<file path="src/rtl/alu_pkg.sv">
package alu_pkg;
  localparam int unsigned DATA_W = 32;
  localparam int unsigned OP_W   = 4;

  typedef struct packed {
    logic       hi_grp;   // logic/compare group
    logic       use_sum;  // adder vs shifter in low group
    logic       sub;      // invert B, carry in 1
    logic       shr;      // right shift via reversal
    logic       sra;      // sign fill
    logic       is_cmp;   // compare vs bitwise in high group
    logic [1:0] lgc_sel;  // and/or/xor/nor
    logic [1:0] cmp_sel;  // ne/eq/le/gt
    logic       ovf_en;
  } alu_ctrl_t;
endpackage

</file>
<file path="src/rtl/alu_decode.sv">
module alu_decode
  import alu_pkg::*;
#(
  parameter int unsigned OPW = OP_W
) (
  input  logic [OPW-1:0] op_i,
  output alu_ctrl_t      ctrl_o
);
  always_comb begin
    ctrl_o         = '0;
    ctrl_o.hi_grp  = op_i[3];
    ctrl_o.use_sum = op_i[1];
    ctrl_o.sub     = op_i[2];
    ctrl_o.shr     = op_i[2];
    ctrl_o.sra     = op_i[2] & op_i[0];
    ctrl_o.is_cmp  = op_i[0];
    ctrl_o.lgc_sel = op_i[2:1];
    ctrl_o.cmp_sel = op_i[2:1];
    ctrl_o.ovf_en  = ~op_i[3] & op_i[1];
  end
endmodule

</file>
<file path="src/rtl/alu_shift.sv">
module alu_shift #(
  parameter int unsigned W   = 32,
  localparam int unsigned SHW = $clog2(W)
) (
  input  logic [W-1:0]   val_i,
  input  logic [SHW-1:0] amt_i,
  input  logic           right_i,
  input  logic           arith_i,
  output logic [W-1:0]   val_o
);
  logic [W-1:0] pre;
  logic [W-1:0] post;
  logic         fill;
  logic [W-1:0] stage [SHW+1];

  assign fill = arith_i & val_i[W-1];

  always_comb begin
    for (int i = 0; i < int'(W); i++) begin
      pre[i] = right_i ? val_i[W-1-i] : val_i[i];
    end
  end

  assign stage[0] = pre;

  for (genvar k = 0; k < int'(SHW); k++) begin : g_stage
    localparam int unsigned STEP = 1 << k;
    assign stage[k+1] = amt_i[k] ? {stage[k][W-1-STEP:0], {STEP{fill}}} : stage[k];
  end

  assign post = stage[SHW];

  always_comb begin
    for (int i = 0; i < int'(W); i++) begin
      val_o[i] = right_i ? post[W-1-i] : post[i];
    end
  end
endmodule

</file>
<file path="src/rtl/alu_addsub.sv">
module alu_addsub #(
  parameter int unsigned W = 32
) (
  input  logic [W-1:0] a_i,
  input  logic [W-1:0] b_i,
  input  logic         sub_i,
  output logic [W-1:0] sum_o,
  output logic         ovf_o
);
  logic [W-1:0] b_eff;

  assign b_eff = b_i ^ {W{sub_i}};
  assign sum_o = a_i + b_eff + {{(W-1){1'b0}}, sub_i};
  // same operand signs, different result sign
  assign ovf_o = (a_i[W-1] == b_eff[W-1]) & (sum_o[W-1] != a_i[W-1]);
endmodule

</file>
<file path="src/rtl/alu_cmp.sv">
module alu_cmp #(
  parameter int unsigned W = 32
) (
  input  logic [W-1:0] a_i,
  input  logic [W-1:0] b_i,
  input  logic [1:0]   sel_i,
  output logic         hit_o
);
  logic eq, a_zero, gt;

  assign eq     = ~|(a_i ^ b_i);
  assign a_zero = ~|a_i;
  assign gt     = ~a_i[W-1] & ~a_zero;

  always_comb begin
    unique case (sel_i)
      2'b00:   hit_o = ~eq;
      2'b01:   hit_o = eq;
      2'b10:   hit_o = ~gt;
      default: hit_o = gt;
    endcase
  end
endmodule

</file>
<file path="src/rtl/alu_core.sv">
module alu_core
  import alu_pkg::*;
#(
  parameter int unsigned W   = DATA_W,
  localparam int unsigned SHW = $clog2(W)
) (
  input  logic [W-1:0]    a_i,
  input  logic [W-1:0]    b_i,
  input  logic [OP_W-1:0] op_i,
  input  logic [SHW-1:0]  sa_i,
  output logic [W-1:0]    res_o,
  output logic            ovf_o
);
  alu_ctrl_t    ctrl;
  logic [W-1:0] shifted, sum, lgc, lo_res, hi_res;
  logic         add_ovf, cmp_hit;

  alu_decode u_dec (.op_i(op_i), .ctrl_o(ctrl));

  alu_shift #(.W(W)) u_shift (
    .val_i(b_i), .amt_i(sa_i), .right_i(ctrl.shr),
    .arith_i(ctrl.sra), .val_o(shifted)
  );

  alu_addsub #(.W(W)) u_add (
    .a_i(a_i), .b_i(b_i), .sub_i(ctrl.sub),
    .sum_o(sum), .ovf_o(add_ovf)
  );

  alu_cmp #(.W(W)) u_cmp (
    .a_i(a_i), .b_i(b_i), .sel_i(ctrl.cmp_sel), .hit_o(cmp_hit)
  );

  always_comb begin
    unique case (ctrl.lgc_sel)
      2'b00:   lgc = a_i & b_i;
      2'b01:   lgc = a_i | b_i;
      2'b10:   lgc = a_i ^ b_i;
      default: lgc = ~(a_i | b_i);
    endcase
  end

  assign lo_res = ctrl.use_sum ? sum : shifted;
  assign hi_res = ctrl.is_cmp ? {{(W-1){1'b0}}, cmp_hit} : lgc;
  assign res_o  = ctrl.hi_grp ? hi_res : lo_res;
  assign ovf_o  = ctrl.ovf_en & add_ovf;
endmodule

</file>
<file path="config.mk">
export PLATFORM = sky130hd
export DESIGN_NAME = alu_core
export DESIGN_NICKNAME = d
export VERILOG_FILES = /design/src/rtl/alu_pkg.sv /design/src/rtl/alu_decode.sv /design/src/rtl/alu_shift.sv /design/src/rtl/alu_addsub.sv /design/src/rtl/alu_cmp.sv /design/src/rtl/alu_core.sv
export SDC_FILE = /design/constraint.sdc
export NUM_CORES = 1
export LEC_CHECK = 0
export CAP_MARGIN = 10
export CORE_MARGIN = 2
export CORE_UTILIZATION = 45
export DETAILED_ROUTE_END_ITERATION = 6
export DONT_BUFFER_PORTS = 1
export PLACE_DENSITY = 0.69
export REMOVE_ABC_BUFFERS = 1
export SYNTH_ARGS = -nofsm -noshare
export SYNTH_HDL_FRONTEND = slang
export SYNTH_SLANG_ARGS = --single-unit
</file>
<file path="constraint.sdc">
create_clock -name vclk -period 14.5
set_clock_uncertainty 0.1 [all_clocks]
set_input_delay 2.175 -clock vclk [all_inputs]
set_output_delay 2.175 -clock vclk [all_outputs]
set_load 0.03 [all_outputs]
</file>
==> metrics.md, run 1 <==
| Metric | Value |
|---|---|
| Dpl hpwl | around 23000 µm |
| Combinational power share | between 90% and 100% |
| Total track usage | approximately a third |
| CP Cell Sequence | xor2_1 > inv_1 > fa_1 > nand2b_1 > a21oi_1 > o21ai_1 > o21ai_1 > a31oi_1 > o21ai_1 > a221oi_1 > mux2i_1 > o21ai_1 |
| Global route overflow | 0 |
| CP max-delay cell | o21ai_1 |
| Fmax | ~130 MHz |
| Postcts setup bufs | 0 |
| Relative slew slack | 19.4% |
| First-pass GRT wire length | 44800 µm |
| Die X-Extent | between 100 and 150 µm |
| Via count | about 8.1k |
| Outcome | finished, final reports clean |
| CTS resizes | 0 |
| Drt drc | 0 |
| Post-Synth Adder-Cell Area | between 10% and 20% |
| Simple-gate area share of the yosys netlist | about 15% |
| CORE AREA | between 15000 and 20000 µm² |
| Diode count | 0 |
| Worst setup EP type | output pin |
| Maxcap violations | 0 |
| Antenna Nets Post-Route | 0 |
| Hold Crit Start | op_i[3] |
| Critical path required time | 12230 ps |
| IO Port Bufs | 0 |
| Compound-Gate Fraction of Synth Area | around a quarter |
| Share of layout cells above drive strength 1 | approximately 7.8% |
| Reg power frac | 0% |
| Wire per inst | 24.8 µm |
| CP Max Fanout | around 150 |
| WP data arrival | 5420 ps |
| Leakage power | about 0.0034 µW |
| Initial DRC count | 825 |
| # fillers | approximately 1.8k |
| Min cycle time layout | approximately 7700 ps |
| Main combinational cell family by area after synthesis | multiplexers |
| Final Setup Violations | 0 |
| Post-synthesis xor/xnor area fraction | approximately 6.7% |
| Hold Path End | res_o[8] |
| Crit path from | op_i[2] |
| Pint | roughly 140 µW |
| GPL Wtd Cong | ~1.0 |
| Final Hold Viols | 0 |
| Placed cells | roughly 1.2k |
| RSZ-0062 raised after global routing | no |
| FF/Latch Area | 0 µm² |
| DRT Wirelength | about 30000 µm |
| Hold/Removal Path Class | input pin to output pin |
| Register area share after synthesis | 0% |
| Site row count | 48 |
| VDD IR-drop max | roughly 0.020 mV |
| Hold_buf cts | 0 |
| FF+latch count | 0 |
| Final Util | between 40% and 50% |
| Finished Layout Cells | roughly 1.2k |
| Fin. max-slew vios | 0 |
| Synthesized netlist cell count | 1078 |
| Tcrit/Tclk final | roughly 53% |
| Mapped Area | about 7800 µm² |
| Power per cell area | 44.5 nW/µm² |
| Measured slew at the worst slew-check pin | 1200 ps |
| Initial antenna violation count | 0 |
| I/O pin cnt | 106 |
| Initial Util | 45.5% |
| Multiplexer share of the synthesized area | between 20 and 30% |
| Hold Path Stages | 1 |
| Critical path's most frequent cell | o21ai_1 |
| Clock buffers | 0 |
| Net Sw Frac | 60.3% |
| Final nets | around 1.2k |
| Clock share of power | 0% |
| TNS Setup | 0 ps |
| Vias in the first global route | 7274 |
| TritonRoute pass-1 iters | 5 |
| Die area | 18300 µm² |
| Switching pwr | a little over 200 µW |
| Crit-path max cell delay | roughly 480 ps |
| Chip height | 135 µm |
| Critical path launch point type | input pin |
| Synthesis-to-finish area growth | -1.48% |
| Syn. warnings | 0 |
| Pin count of the biggest net entering global routing | 149 |
| Synthesized area per cell | 7.20 µm² |
| Synth unique cells | between 60 and 70 |
| Worst Path Class, Setup | input pin to output pin |
| Via-per-instance ratio | 6.67 |
-- placed cells by master, fill, tap and decap left out, types with 2 or more instances in the layout --
master	synthesis	final
a211o_1	2	2
a211oi_1	21	21
a21o_1	12	12
a21oi_1	86	86
a221o_1	3	3
a221oi_1	6	6
a22oi_1	9	9
a31oi_1	7	7
and2_1	5	5
and3_1	5	5
buf_4	8	2
ha_1	94	94
inv_1	102	102
mux2_2	17	17
mux2i_1	79	79
mux4_1	2	2
mux4_2	49	49
nand2_1	117	117
nand2b_1	9	9
nand3_1	11	11
nand4_1	7	7
nor2_1	66	66
nor2b_1	8	7
nor3_1	10	10
nor4_1	20	20
o211ai_1	12	12
o21a_1	5	5
o21ai_0	81	81
o21ai_1	40	40
o21bai_1	2	2
o221ai_1	9	9
o22ai_1	5	5
o31ai_1	3	3
xnor2_1	21	21
xor2_1	38	38
-- worst max-delay path, delay by kind of cell --
kind | cells | cell delay (ps)
xor gates and xnor gates | 1 | 230
adders and majority gates | 1 | 380
buffers and inverters | 1 | 80
muxes | 1 | 140
AOI/OAI and AO/OA | 7 | 2160
and+or+nand+nor | 1 | 200
-- metrics by stage --
stage	cell area, µm²	setup WS (ps)	hold WS [ps]	total power (µW)
2_1_floorplan	7350	7590	4450	261
3_3_place_gp	7650	7090	4490	332
3_5_place_dp	7650	6970	4490	333
4_1_cts	7650	6970	4490	334
5_1_grt	7650	6680	4500	368
6_report	7650	6800	4490	341
-- final cells by class --
type,count,area (µm²),area share [%]
Timing Repair Buffer,2,15.0,0.196
Inverter,104,390,5.10
Tap cell,225,282,3.68
Multi-Input combinational cell,885,6960,91.0
-- layer usage --
metal	wire [µm]	global-route usage, %
met1	12100	43.1
met2	13600	50.9
met3	3250	5.72
met4	1250	11.0
met5	0	0
-- Yosys cell counts (22+ instances only) --
| cell | n | share of area [%] |
|---|---|---|
| nand2_1 | 117 | 5.7 |
| xor2_1 | 38 | 4.3 |
| mux2i_1 | 79 | 10 |
| inv_1 | 102 | 4.9 |
| buf_2 | 22 | 1.4 |
| nor2_1 | 66 | 3.2 |
| ha_1 | 94 | 15 |
| a21oi_1 | 86 | 5.5 |
| o21ai_1 | 40 | 2.6 |
| mux4_2 | 49 | 14 |
| clkbuf_1 | 44 | 2.1 |
| o21ai_0 | 81 | 5.2 |
-- worst max path at each step --
stage                     end  slack, ps  depth (start not counted)
floorplan           res_o[30]       7590                         10
detailed placement  res_o[30]       6970                         12
global route        res_o[30]       6680                         12
finish              res_o[30]       6800                         12
CTS                 res_o[30]       6970                         12
global placement    res_o[30]       7090                         12
-- logic make-up after synthesis --
family	count (synthesis)
AO/OA/AOI/OAI	319
AND/OR/NAND/NOR	265
buffers and inverters	193
multiplexers	147
adder cells (fa/ha/maj)	95
XOR/XNOR	59
-- power groups by stage --
stage,Combinational [µW],Clock [µW],Sequential [µW]
finish,341,0,0
global route,368,0,0
CTS,334,0,0
detailed placement,333,0,0
global placement,332,0,0
floorplan,261,0,0
Note: power is estimated with default switching activity, not from simulation.
==> inputs of run 2 (changes only) <==
- ABC_AREA: default -> 1
- clock period: 14.5 -> 7.3 ns (I/O delays scaled with it)
==> run 2 against run 1 <==
Effect of this change:
- final area is 2.0% lower
- via count is 20% higher
- hold slack got worse by 2100 ps
- synthesized area down 3.0%
- critical endpoint is now ovf_o
==> metrics.md, run 2 <==
| Metric | Value |
|---|---|
| Top cells by count, synth | nand2_1 (438), nand3_1 (350), inv_1 (146), ha_1 (94), nor2_1 (81) |
| Site row count | 47 |
| Dpl ws | 2720 ps |
| Final nets | roughly 1.6k |
| RSZ-0062 raised after global routing | no |
| Postcts setup bufs | 0 |
| Crit-path max cell delay | 540 ps |
| Most numerous cell in the Yosys netlist | nand2_1 |
| Commonest non-fill, non-tap cells in the layout | nand2_1 (438), nand3_1 (350), inv_1 (146) |
| Dpl hpwl | about 26000 µm |
| Min cycle time layout | 4670 ps |
| Fmax | 214 MHz |
| CP Depth | 9 |
| CP Buf/Inv Count | 0 |
| Diode count | 0 |
| Synth top area share | between 20% and 30% |
| Switching pwr | around 470 µW |
| Initial antenna violation count | 0 |
| Register area share after synthesis | 0% |
| Wire length on met1 | around 13000 µm |
| Hold/Removal Path Class | input pin to output pin |
| Via-per-instance ratio | slightly above 6 |
| Top cells by area, synth | nand3_1 (23%), nand2_1 (22%), ha_1 (16%) |
| TNS Setup | 0 ps |
| Critical path's most frequent cell | a21oi_1 |
| Share of layout cells above drive strength 1 | roughly 2.7% |
| Die X-Extent | between 100 and 150 µm |
| Final Setup Violations | 0 |
| CP Max Fanout | 84 |
| WP data arrival | approximately 3500 ps |
| Critical path required time | between 6000 and 7000 ps |
| CP max-delay cell | a21oi_1 |
| WL met3 | ~3400 µm |
| Via count | 9748 |
| Tcrit/Tclk final | between 60 and 70% |
| Hold_buf cts | 0 |
| Hold Crit Start | a_i[31] |
| Main combinational cell family by area after synthesis | simple AND/OR/NAND/NOR gates |
| Net Sw Frac | a little over two thirds |
| Hold Path End | ovf_o |
| Final Util | 45.5% |
| Antenna Nets Post-Route | 0 |
| Initial Util | a little under half |
| Leakage power | 0.00404 µW |
| Post-Synth Adder-Cell Area | 15.9% |
| Measured slew at the worst slew-check pin | 1190 ps |
| Mapped Area | around 7500 µm² |
| FF+latch count | 0 |
| Worst setup EP type | output pin |
| Total power | roughly 670 µW |
| Final Hold Viols | 0 |
| Synthesized area per cell | ~5.2 µm² |
| Total track usage | between 30% and 40% |
| Die area | around 18000 µm² |
| CP Cell Sequence | xor2_1 > ha_1 > a21oi_1 > o21ai_0 > a21oi_1 > nor2_1 > nor2_1 > nand3_1 > a21oi_1 |
| Fin. max-slew vios | 0 |
| Drt drc | 0 |
| Critical path launch point type | input pin |
| Syn. warnings | 0 |
| Pin count of the biggest net entering global routing | 85 |
| Synthesized netlist cell count | about 1.4k |
| Synth unique cells | 34 |
| Worst Path Class, Setup | input pin to output pin |
| TritonRoute pass-1 iters | 6 |
| Post-synthesis xor/xnor area fraction | between 3 and 4% |
| IO Port Bufs | 0 |
| Crit path max-delay family | compound AO/OA/AOI/OAI gates |
| VDD IR-drop max | 0.0463 mV |
| CTS resizes | 0 |
| Wire per inst | around 20 µm |
| Synthesis-to-finish area growth | -0.432% |
| Power per cell area | approximately 89 nW/µm² |
| Top Layer Used | met4 |
| Outcome | finished, final reports clean |
| Final WS setup | between 2000 and 3000 ps |
| Clock share of power | 0% |
| Hold Path Stages | 2 |
| Global route overflow | 0 |
| First-pass GRT wire length | just under 50000 µm |
| Vias in the first global route | about 8.8k |
| Maxcap violations | 0 |
| Combinational power share | 100.0% |
| Compound-Gate Fraction of Synth Area | around 14% |
| CORE AREA | 16500 µm² |
| Multiplexer share of the synthesized area | 0% |
| Initial DRC count | roughly 1.1k |
| I/O pin cnt | around 110 |
| Most common cell after layout, fill and taps aside | nand2_1 |
| Pint | 204 µW |
| Reg power frac | 0% |
| GPL Wtd Cong | 1.01 |
| FF/Latch Area | 0 µm² |
| Clock buffers | 0 |
| Relative slew slack | between 10% and 20% |
| Simple-gate area share of the yosys netlist | a little over half |
| Area leader, netlist | nand3_1 |
| DR WL met2 | roughly 14000 µm |
| DRT Wirelength | 31900 µm |
| Chip height | roughly 130 µm |
-- run 2: cell types whose count changed after synthesis, moves of 21 or more --
| cell | previous run | this run |
|---|---|---|
| a21oi_1 | 86 | 60 |
| clkbuf_1 | 44 | 22 |
| inv_1 | 102 | 146 |
| mux2i_1 | 79 | 0 |
| mux4_2 | 49 | 0 |
| nand2_1 | 117 | 438 |
| nand3_1 | 11 | 350 |
| o211ai_1 | 12 | 60 |
| o21ai_0 | 81 | 44 |
| o21ai_1 | 40 | 0 |
| xnor2_1 | 21 | 0 |
-- run 2: worst max path at each step --
stage | startpoint | endpoint | slack, ps
2_1_floorplan | op_i[2] | res_o[0] | 2390
3_3_place_gp | op_i[2] | ovf_o | 2740
3_5_place_dp | op_i[2] | res_o[20] | 2720
4_1_cts | op_i[2] | res_o[20] | 2710
5_1_grt | op_i[2] | res_o[20] | 2460
6_report | op_i[2] | ovf_o | 2630
-- run 2: cell families after synthesis --
| group | after synthesis |
|---|---|
| compound gates | 175 |
| buf+inv | 224 |
| xor+xnor | 32 |
| simple gates | 923 |
| fa+ha+maj | 95 |
-- run 2: final cells by class --
| type | count | area (µm²) |
|---|---|---|
| tap | 220 | 275 |
| fill | 1929 | 8970 |
| inverter | 152 | 571 |
| timing repair buffer | 5 | 37.5 |
| multi-input combinational | 1225 | 6610 |
-- run 2: layer usage --
layer | GRT usage (%) | vias to the layer above
met5 | 0 | -
met3 | 6.43 | 52
met4 | 13.8 | 0
met2 | 54.2 | 576
li1 | - | 4732
met1 | 47.8 | 4388
-- run 2: power by group through the flow --
stage | sequential (µW) | clock (µW) | combinational [µW]
floorplan | 0 | 0 | 498
CTS | 0 | 0 | 655
global route | 0 | 0 | 745
global placement | 0 | 0 | 648
detailed placement | 0 | 0 | 652
finish | 0 | 0 | 669
-- run 2: per-stage QoR --
step	hold WS (ps)	cells	area (µm²)
2_1_floorplan	2310	1377	7170
3_3_place_gp	2350	1602	7490
3_5_place_dp	2350	1602	7490
4_1_cts	2350	1602	7490
5_1_grt	2370	1602	7490
6_report	2350	1602	7490
